### src/rtl/cap_pkg.sv
package cap_pkg;
  localparam int CH_W = 12;
  localparam int N_CH = 4;
  localparam int DW   = CH_W * N_CH;
endpackage

### src/rtl/cap_engine.sv
module cap_engine #(
  parameter int XFER   = 2500,
  parameter int ADDR_W = 15
) (
  input  logic              clk,
  input  logic              rst,
  input  logic              load_i,
  input  logic [ADDR_W-1:0] base_i,
  input  logic              step_i,
  output logic [ADDR_W-1:0] addr_o,
  output logic              last_o
);
  localparam int CNT_W = (XFER > 1) ? $clog2(XFER) : 1;

  logic [ADDR_W-1:0] base_q;
  logic [CNT_W-1:0]  cnt_q;

  assign last_o = (cnt_q == CNT_W'(XFER - 1));
  assign addr_o = base_q + ADDR_W'(cnt_q);

  always_ff @(posedge clk) begin
    if (rst) begin
      base_q <= '0;
      cnt_q  <= '0;
    end else if (load_i) begin
      base_q <= base_i;
      cnt_q  <= '0;
    end else if (step_i) begin
      cnt_q <= last_o ? '0 : cnt_q + 1'b1;
    end
  end
endmodule

### src/rtl/cap_trig.sv
module cap_trig #(
  parameter int BLK_W = 3
) (
  input  logic             clk,
  input  logic             rst,
  input  logic             clear_i,
  input  logic             run_i,
  input  logic             trig_i,
  input  logic [BLK_W-1:0] blk_i,
  output logic             seen_o,
  output logic [BLK_W-1:0] blk_o
);
  always_ff @(posedge clk) begin
    if (rst || clear_i) begin
      seen_o <= 1'b0;
      blk_o  <= '0;
    end else if (trig_i && run_i && !seen_o) begin
      seen_o <= 1'b1;
      blk_o  <= blk_i;
    end
  end
endmodule

### src/rtl/blk_ring_cap.sv
module blk_ring_cap
  import cap_pkg::*;
#(
  parameter int XFER  = 2500,
  parameter int N_BLK = 8,
  localparam int TOT    = XFER * N_BLK,
  localparam int ADDR_W = $clog2(TOT),
  localparam int BLK_W  = (N_BLK > 1) ? $clog2(N_BLK) : 1
) (
  input  logic              clk,
  input  logic              rst,
  input  logic              start_i,
  input  logic              scan_i,
  input  logic [DW-1:0]     scan_data_i,
  input  logic              trig_i,
  output logic              wr_en_o,
  output logic [ADDR_W-1:0] wr_addr_o,
  output logic [DW-1:0]     wr_data_o,
  output logic [BLK_W-1:0]  blk_idx_o,
  output logic              act_eng_o,
  output logic              done_o
);
  function automatic logic [ADDR_W-1:0] blk_base(input logic [BLK_W-1:0] b);
    return ADDR_W'(int'(b) * XFER);
  endfunction

  function automatic logic [BLK_W-1:0] blk_inc(input logic [BLK_W-1:0] b);
    return (b == BLK_W'(N_BLK - 1)) ? '0 : b + 1'b1;
  endfunction

  logic              run_q;
  logic [BLK_W-1:0]  nxt_blk, nxt2_blk;
  logic              go, blk_end, stop;
  logic              trig_seen;
  logic [BLK_W-1:0]  trig_blk;

  logic [ADDR_W-1:0] eng_addr [2];
  logic              eng_last [2];
  logic              eng_load [2];
  logic [ADDR_W-1:0] eng_base [2];
  logic              eng_step [2];

  assign nxt_blk  = blk_inc(blk_idx_o);
  assign nxt2_blk = blk_inc(nxt_blk);
  assign go       = scan_i && run_q && !start_i;
  assign blk_end  = go && eng_last[act_eng_o];
  assign stop     = blk_end && trig_seen && (nxt_blk == trig_blk);

  for (genvar g = 0; g < 2; g++) begin : g_eng
    always_comb begin
      eng_step[g] = go && (act_eng_o == 1'(g));
      if (start_i) begin
        eng_load[g] = 1'b1;
        eng_base[g] = blk_base(BLK_W'(g));
      end else begin
        eng_load[g] = blk_end && !stop && (act_eng_o == 1'(g));
        eng_base[g] = blk_base(nxt2_blk);
      end
    end

    cap_engine #(.XFER(XFER), .ADDR_W(ADDR_W)) u_eng (
      .clk    (clk),
      .rst    (rst),
      .load_i (eng_load[g]),
      .base_i (eng_base[g]),
      .step_i (eng_step[g]),
      .addr_o (eng_addr[g]),
      .last_o (eng_last[g])
    );
  end

  cap_trig #(.BLK_W(BLK_W)) u_trig (
    .clk     (clk),
    .rst     (rst),
    .clear_i (start_i),
    .run_i   (run_q),
    .trig_i  (trig_i),
    .blk_i   (blk_idx_o),
    .seen_o  (trig_seen),
    .blk_o   (trig_blk)
  );

  always_ff @(posedge clk) begin
    if (rst) begin
      run_q     <= 1'b0;
      blk_idx_o <= '0;
      act_eng_o <= 1'b0;
      wr_en_o   <= 1'b0;
      wr_addr_o <= '0;
      wr_data_o <= '0;
      done_o    <= 1'b0;
    end else begin
      wr_en_o   <= go;
      wr_addr_o <= eng_addr[act_eng_o];
      wr_data_o <= scan_data_i;
      done_o    <= stop;
      if (start_i) begin
        run_q     <= 1'b1;
        blk_idx_o <= '0;
        act_eng_o <= 1'b0;
      end else if (stop) begin
        run_q <= 1'b0;
      end else if (blk_end) begin
        blk_idx_o <= nxt_blk;
        act_eng_o <= ~act_eng_o;
      end
    end
  end
endmodule

### config.mk
export PLATFORM = sky130hd
export DESIGN_NAME = blk_ring_cap
export DESIGN_NICKNAME = d
export VERILOG_FILES = /design/src/rtl/cap_pkg.sv /design/src/rtl/cap_engine.sv /design/src/rtl/cap_trig.sv /design/src/rtl/blk_ring_cap.sv
export SDC_FILE = /design/constraint.sdc
export NUM_CORES = 1
export LEC_CHECK = 0
export ABC_CLOCK_PERIOD_IN_PS = 6850
export BUFFER_PORTS_ARGS = -buffer_cell sky130_fd_sc_hd__buf_2
export CORE_ASPECT_RATIO = 0.75
export CORE_MARGIN = 2
export CORE_UTILIZATION = 40
export CTS_CLUSTER_DIAMETER = 60
export DETAILED_ROUTE_END_ITERATION = 8
export GPL_ROUTABILITY_DRIVEN = 0
export SYNTH_ARGS = -nofsm -noshare
export SYNTH_HDL_FRONTEND = slang
export SYNTH_HIERARCHICAL = 1
export SYNTH_SLANG_ARGS = --single-unit
export TNS_END_PERCENT = 20
### constraint.sdc
create_clock -name clk -period 6.85 [get_ports clk]
set_input_delay 0.685 -clock clk [delete_from_list [all_inputs] [get_ports clk]]
set_output_delay 0.685 -clock clk [all_outputs]
set_load 0.02 [all_outputs]
# Word-level counts from Yosys, hierarchy flattened
# Cells that the tools add are included.
totals:
  regBits: 128
  inputBits: 53
  out_inout_bits: 69
  word_cells: 66
classes:
  addsub: 6
  multipliers: 1
  order_cmp: 1
  n_eq_ne: 5
  muxes: 16
  bitwise: 3
  n_reduce_logical: 21
ops:
  columns: ["op", "count"]
  rows:
  - ["2-to-1 mux 15 bit", 5]
  - ["adder 15 x 12 -> 15 bit", 2]
  - ["adder 12 x 1 -> 12 bit (second input constant)", 2]
  - ["equality test 12 bit (second input constant)", 2]
  - ["2-to-1 mux 12 bit", 2]
  - ["multiplier 3 x 10 -> 13 bit (second input constant)", 1]
  - ["logical AND 1 bit", 12]
  - ["2-to-1 mux 1 bit", 7]
  - ["adder 3 x 1 -> 3 bit (second input constant)", 2]
  - ["equality test 3 bit (second input constant)", 2]
  - ["2-to-1 mux 3 bit", 2]
  - ["OR reduction 2 bit", 3]
  - ["equality test 3 bit", 1]
  - ["zero test 1 bit", 3]
  - [">= comparator 2 bit (second input constant)", 1]
  - ["NOT 1 bit", 2]
  - ["NOT 1 -> 2 bit", 1]
  - ["AND reduction 2 bit", 1]
  - ["nonzero test 2 bit", 1]
  - ["logical OR 1 bit", 1]

# Logic depth before layout (Yosys ltp)
depth:
  ltp_word: 12
  ltp_mapped: 12
  ltp_nobuf: 11

# Hierarchy
# The synthesis kept the hierarchy.
by_module_without_submodules:
  columns: ["module", "n_inst", "cells_each", "area_per_inst_um2", "seq_area_each_um2"]
  rows:
  - ["cap_engine", 2, 193, 1667.8, 540.5]
  - ["blk_ring_cap", 1, 234, 2482.4, 1401.3]
  - ["cap_trig", 1, 16, 190.2, 80.1]

# Worst setup path before layout
# No wires, ideal clock.
synth_path:
  kind: "flip-flop to flip-flop"
  from: "register blk_idx_o[0]"
  to: "register g_eng[0].u_eng.base_q[10]"
  setup_time_ns: 0.128
  t_arrival_ns: 2.587
  t_required_ns: 6.722
  setup_slack_ns: 4.136
  path_stages_with_launch: 11
  path_buffers: 2
  period_less_slack_ns: 2.714
  cell_sequence: "dfxtp_1 > ha_1 > ha_1 > xnor2_1 > and3_4 > a21oi_4 > a21o_1 > clkbuf_1 > buf_2 > mux2i_1 > nor2_1"
synth_lines:
  columns: ["item", "line", "rtl"]
  rows:
  - ["from (decl)", "blk_ring_cap.sv:19", "output logic [BLK_W-1:0] blk_idx_o,"]
  - ["from (signal assigned)", "blk_ring_cap.sv:104", "blk_idx_o <= nxt_blk;"]
  - ["to (signal assigned)", "cap_engine.sv:26", "base_q <= base_i;"]
  - ["to (decl)", "cap_engine.sv:15", "logic [ADDR_W-1:0] base_q;"]

==> summary.md <==
| Metric | Value |
|---|---|
| Run status | complete, no violations |
| Core region area | 14600 µm² |
| Maximum vdd ir drop | approximately 0.18 mV |
| Count of max-cap constraint violations | 0 |
| Starting Density | between 40% and 50% |
| Main area contributors after synthesis | sky130_fd_sc_hd__dfxtp_1 43%, sky130_fd_sc_hd__mux2i_1 8.8%, sky130_fd_sc_hd__ha_1 6.7%, sky130_fd_sc_hd__nor2b_1 6.1%, sky130_fd_sc_hd__nor2_1 6.1% |
| Sw Ratio | approximately a quarter |
| Max Root-Sink Buffers | 2 |
| Number of pins with negative max-slew slack in the final report | 0 |
| Initial drt markers | approximately 320 |
| TritonCTS clock tree | done |
| Worst Path Required | around 7 ns |
| Series of cell instances along the critical path | ha_1 > ha_1 > nor2b_1 > xnor2_1 > a21oi_4 > a21o_1 > a211o_1 > nor2_1 |
| Max_slew headroom | about 27% |
| Worst Hold Depth | 2 |
| Min Tclk post-route | 3.23 ns |
| Worst-margin pin slew | around 1.1 ns |
| Worst clock skew | roughly 0.0075 ns |
| First-pass GRT wire length | between 20000 and 25000 µm |
| Per-cell via count in the routed design | about 5 |
| Post-place instance area | just under 7000 µm² |
| CTS HTree Levels | 4 |
| Routed wire per std cell | ~15 µm |
| Beginning of the worst hold path | scan_data_i[3] |
| Worst setup slack before clock tree synthesis | between 3 and 4 ns |
| Boundary pin count | 122 |
| Worst-case hold path end point | wr_data_o[3] |
| Post-CTS Setup Bufs | 0 |
| Number of buffers and inverters on the critical path | 0 |
| Reg area | around 2600 µm² |
| Number of cells produced by synthesis | between 600 and 700 |
| Final net count | roughly 850 |
| Cells resized by post-CTS repair | 0 |
| Library cell with the largest summed area after synthesis | sky130_fd_sc_hd__dfxtp_1 |
| Most common cell in the synthesized netlist | sky130_fd_sc_hd__dfxtp_1 |
| Setup tns final | 0 ns |
| Port Buf Inserts | 121 |
| Yosys reg bits | about 130 |
| Critical path peak fanout | 16 |
| Antenna violations before repair | 0 |
| Fill cells | ~1.4k |
| Crit share post-route | between 40% and 50% |
| Master cell of the clock root buffer | sky130_fd_sc_hd__clkbuf_16 |
| Total setup violations reported at the end of the flow | 0 |
| Number of global-route vias before repair | between 4k and 5k |
| Hold Path Class | input pin to register |
| Portion of synthesized cell area occupied by the leading cell type | 42.6% |
| Category of the worst setup path capture point | register |
| Final hold violation count | 0 |
| Inserted Clock Buffers | 17 |
| Critical path depth in cells | 8 |
| Routed wire length | 14100 µm |
| Die height | 110 µm |
| Cell area after synthesis | 6010 µm² |
| Critical path's most frequent cell | sky130_fd_sc_hd__ha_1 |
| Router iterations before antenna repair | 5 |
| Sum of overflow across all layers after global routing | 0 |
| Final setup margin | about 3.6 ns |
| Mean area per synthesized cell | 9.45 µm² |
| Post-synthesis async set-or-reset flop share | 0% |
| Crit path DAT | about 3.5 ns |
| Antenna Cells | 0 |
| Sequential area share after synthesis | 42.6% |
| DP Wirelength | about 11000 µm |
| Pin count of the biggest net entering global routing | 74 |
| Ranking of synthesized cells by instance count | 128 x sky130_fd_sc_hd__dfxtp_1, 98 x sky130_fd_sc_hd__nor2_1, 59 x sky130_fd_sc_hd__nor2b_1, 53 x sky130_fd_sc_hd__mux2i_1, 32 x sky130_fd_sc_hd__ha_1 |
| FF-to-FF path depth | 8 |
| Cell with the biggest individual delay on the critical path | sky130_fd_sc_hd__a21o_1 |
| Relative contribution of the clock network to total power | 50.8% |
| Total via count in the routed design | approximately 4.8k |
| Delay of the slowest cell on the worst path | around 0.7 ns |
| Worst Setup Start Kind | register |
| Unrepaired setup endpoints after global routing | false |
| Fraction of final layout cells sized beyond drive strength 1 | a little under a quarter |
| Cell area after layout | 7400 µm² |
| Worst-skew pair later-pin latency | ~0.42 ns |
| Die footprint | approximately 16000 µm² |
| Number of warning messages in the yosys log | 6 |
| Total internal power | roughly 1.4 mW |
| Width of the die | between 100 and 150 µm |
| Reg-to-reg critical path startpoint | blk_idx_o[0] |
| Upper clock frequency limit | approximately 310 MHz |
| Layout Utilization | 50.7% |
| Clock Sinks | roughly 130 |
| Switching power | 0.432 mW |
| Clock transition at the registers of the reported paths | about 0.06 ns |
| Power density over cell area | about 250 nW/µm² |
| Yosys cell types | 55 |
| Remaining routing DRC violations | 0 |
| Number of nets with antenna violations after routing | 0 |
| Synthesis-to-finish area growth | 23.1% |
| Internal reg-to-reg setup slack | ~3.6 ns |
| Static Leakage | 3.38 nW |
| Num rows | 38 |
| GRT Resource Usage Total | 18.1% |
| Number of synthesized flops with an enable pin | 0 |
| Most used flip-flop cell after synthesis | sky130_fd_sc_hd__dfxtp_1 |
| Post-CTS Hold Fix Bufs | 0 |
| Fraction of power consumed by combinational cells | about 6.8% |
| Multi-input gate area | 3320 µm² |
| Proportion of power drawn by flip-flops and latches | ~42% |
| Category of cells accounting for the largest share of critical-path delay | compound AO/OA/AOI/OAI gates |
| End of the worst register-to-register path | g_eng[0].u_eng/cnt_q[1] |
| Start-to-end type of the worst setup path | register to register |
| Tightest hold margin | 0.469 ns |
-- layer usage --
metal	routed length [µm]	GRT usage (%)	up-vias
met1	6870	24.8	2238
li1	-	-	2429
met5	0	0	-
met4	121	4.41	0
met3	1030	6.34	15
met2	6130	27.3	142
-- sequential cells by signal, summed over array words and instances (netlist names) --
signal and count:
act_eng_o 1, blk_idx_o 3, done_o 1, g_eng.u_eng/base_q 30, g_eng.u_eng/cnt_q 24, run_q 1
u_trig/blk_o 3, u_trig/seen_o 1, wr_addr_o 15, wr_data_o 48, wr_en_o 1
-- worst reg2reg max path, stage by stage, from the launching register on --
cell and delay [ns]:
sky130_fd_sc_hd__dfxtp_1 0.42, sky130_fd_sc_hd__ha_1 0.26, sky130_fd_sc_hd__ha_1 0.20, sky130_fd_sc_hd__nor2b_1 0.45, sky130_fd_sc_hd__xnor2_1 0.26, sky130_fd_sc_hd__a21oi_4 0.28
sky130_fd_sc_hd__a21o_1 0.71, sky130_fd_sc_hd__a211o_1 0.43, sky130_fd_sc_hd__nor2_1 0.11
-- logic make-up after synthesis --
kind of cell / count (synthesis) / synth area share (%)
AND/OR/NAND/NOR: 261 / 22.4
flip-flops: 128 / 42.6
AO/OA/AOI/OAI: 80 / 9.12
multiplexers: 57 / 9.77
XOR/XNOR: 43 / 6.27
adder cells (fa/ha/maj): 34 / 7.33
buffers and inverters: 32 / 2.39
other: 1 / 0.0624
-- worst max-delay path by stage --
| stage | slack (ns) | startpoint | to |
|---|---|---|---|
| 6_report | 3.62 | blk_idx_o[0] | g_eng[0].u_eng/cnt_q[1] |
| 5_1_grt | 3.31 | blk_idx_o[0] | g_eng[0].u_eng/cnt_q[1] |
| 4_1_cts | 3.63 | blk_idx_o[0] | g_eng[0].u_eng/cnt_q[1] |
| 3_5_place_dp | 3.64 | blk_idx_o[0] | g_eng[0].u_eng/cnt_q[1] |
| 3_3_place_gp | 3.81 | g_eng[1].u_eng/cnt_q[3] | g_eng[0].u_eng/cnt_q[0] |
| 2_1_floorplan | 4.14 | blk_idx_o[0] | g_eng[0].u_eng/base_q[10] |
-- per-stage QoR --
stage / std cells / total power, mW
2_1_floorplan: 641 / 0.877
3_3_place_gp: 939 / 0.922
3_5_place_dp: 939 / 0.924
4_1_cts: 971 / 1.87
5_1_grt: 971 / 1.91
6_report: 971 / 1.84
-- power by group through the flow --
stage          registers [mW]  clock network (mW)  logic, mW
5_1_grt                 0.784               0.990      0.138
6_report                0.782               0.935      0.126
2_1_floorplan           0.816                   0     0.0602
3_3_place_gp            0.797                   0      0.125
3_5_place_dp            0.797                   0      0.126
4_1_cts                 0.782               0.957      0.127
-- cell type report --
| type | count | share of cell area [%] |
|---|---|---|
| Timing Repair Buffer | 122 | 8.32 |
| Tap cell | 200 | 3.38 |
| Sequential cell | 128 | 34.6 |
| Clock buffer | 19 | 5.99 |
| Multi-Input combinational cell | 481 | 44.9 |
| Clock inverter | 13 | 2.37 |
| Inverter | 8 | 0.406 |
-- cell usage in the layout, fill, tap and decap left out, types with 4 or more instances in the layout --
| cell | synthesis | layout |
|---|---|---|
| sky130_fd_sc_hd__nand2_1 | 31 | 31 |
| sky130_fd_sc_hd__a311oi_1 | 4 | 4 |
| sky130_fd_sc_hd__nand2b_1 | 5 | 5 |
| sky130_fd_sc_hd__buf_2 | 6 | 120 |
| sky130_fd_sc_hd__dfxtp_1 | 128 | 128 |
| sky130_fd_sc_hd__ha_1 | 32 | 32 |
| sky130_fd_sc_hd__a21o_1 | 10 | 10 |
| sky130_fd_sc_hd__or3_1 | 10 | 10 |
| sky130_fd_sc_hd__nand4_1 | 9 | 9 |
| sky130_fd_sc_hd__inv_6 | 0 | 4 |
| sky130_fd_sc_hd__xnor2_1 | 23 | 23 |
| sky130_fd_sc_hd__nor2b_1 | 59 | 59 |
| sky130_fd_sc_hd__nand3_1 | 11 | 11 |
| sky130_fd_sc_hd__conb_1 | 1 | 6 |
| sky130_fd_sc_hd__nor3_1 | 9 | 9 |
| sky130_fd_sc_hd__or4b_1 | 4 | 4 |
| sky130_fd_sc_hd__o21ai_0 | 4 | 4 |
| sky130_fd_sc_hd__inv_1 | 8 | 8 |
| sky130_fd_sc_hd__nor3b_1 | 6 | 6 |
| sky130_fd_sc_hd__xor2_1 | 20 | 20 |
| sky130_fd_sc_hd__mux2i_1 | 53 | 53 |
| sky130_fd_sc_hd__a21oi_1 | 27 | 27 |
| sky130_fd_sc_hd__nor2_1 | 98 | 98 |
| sky130_fd_sc_hd__or2_2 | 4 | 4 |
| sky130_fd_sc_hd__o21ai_1 | 12 | 12 |
| sky130_fd_sc_hd__clkbuf_16 | 0 | 17 |
No activity file was read; power rests on OpenSTA's default activity.
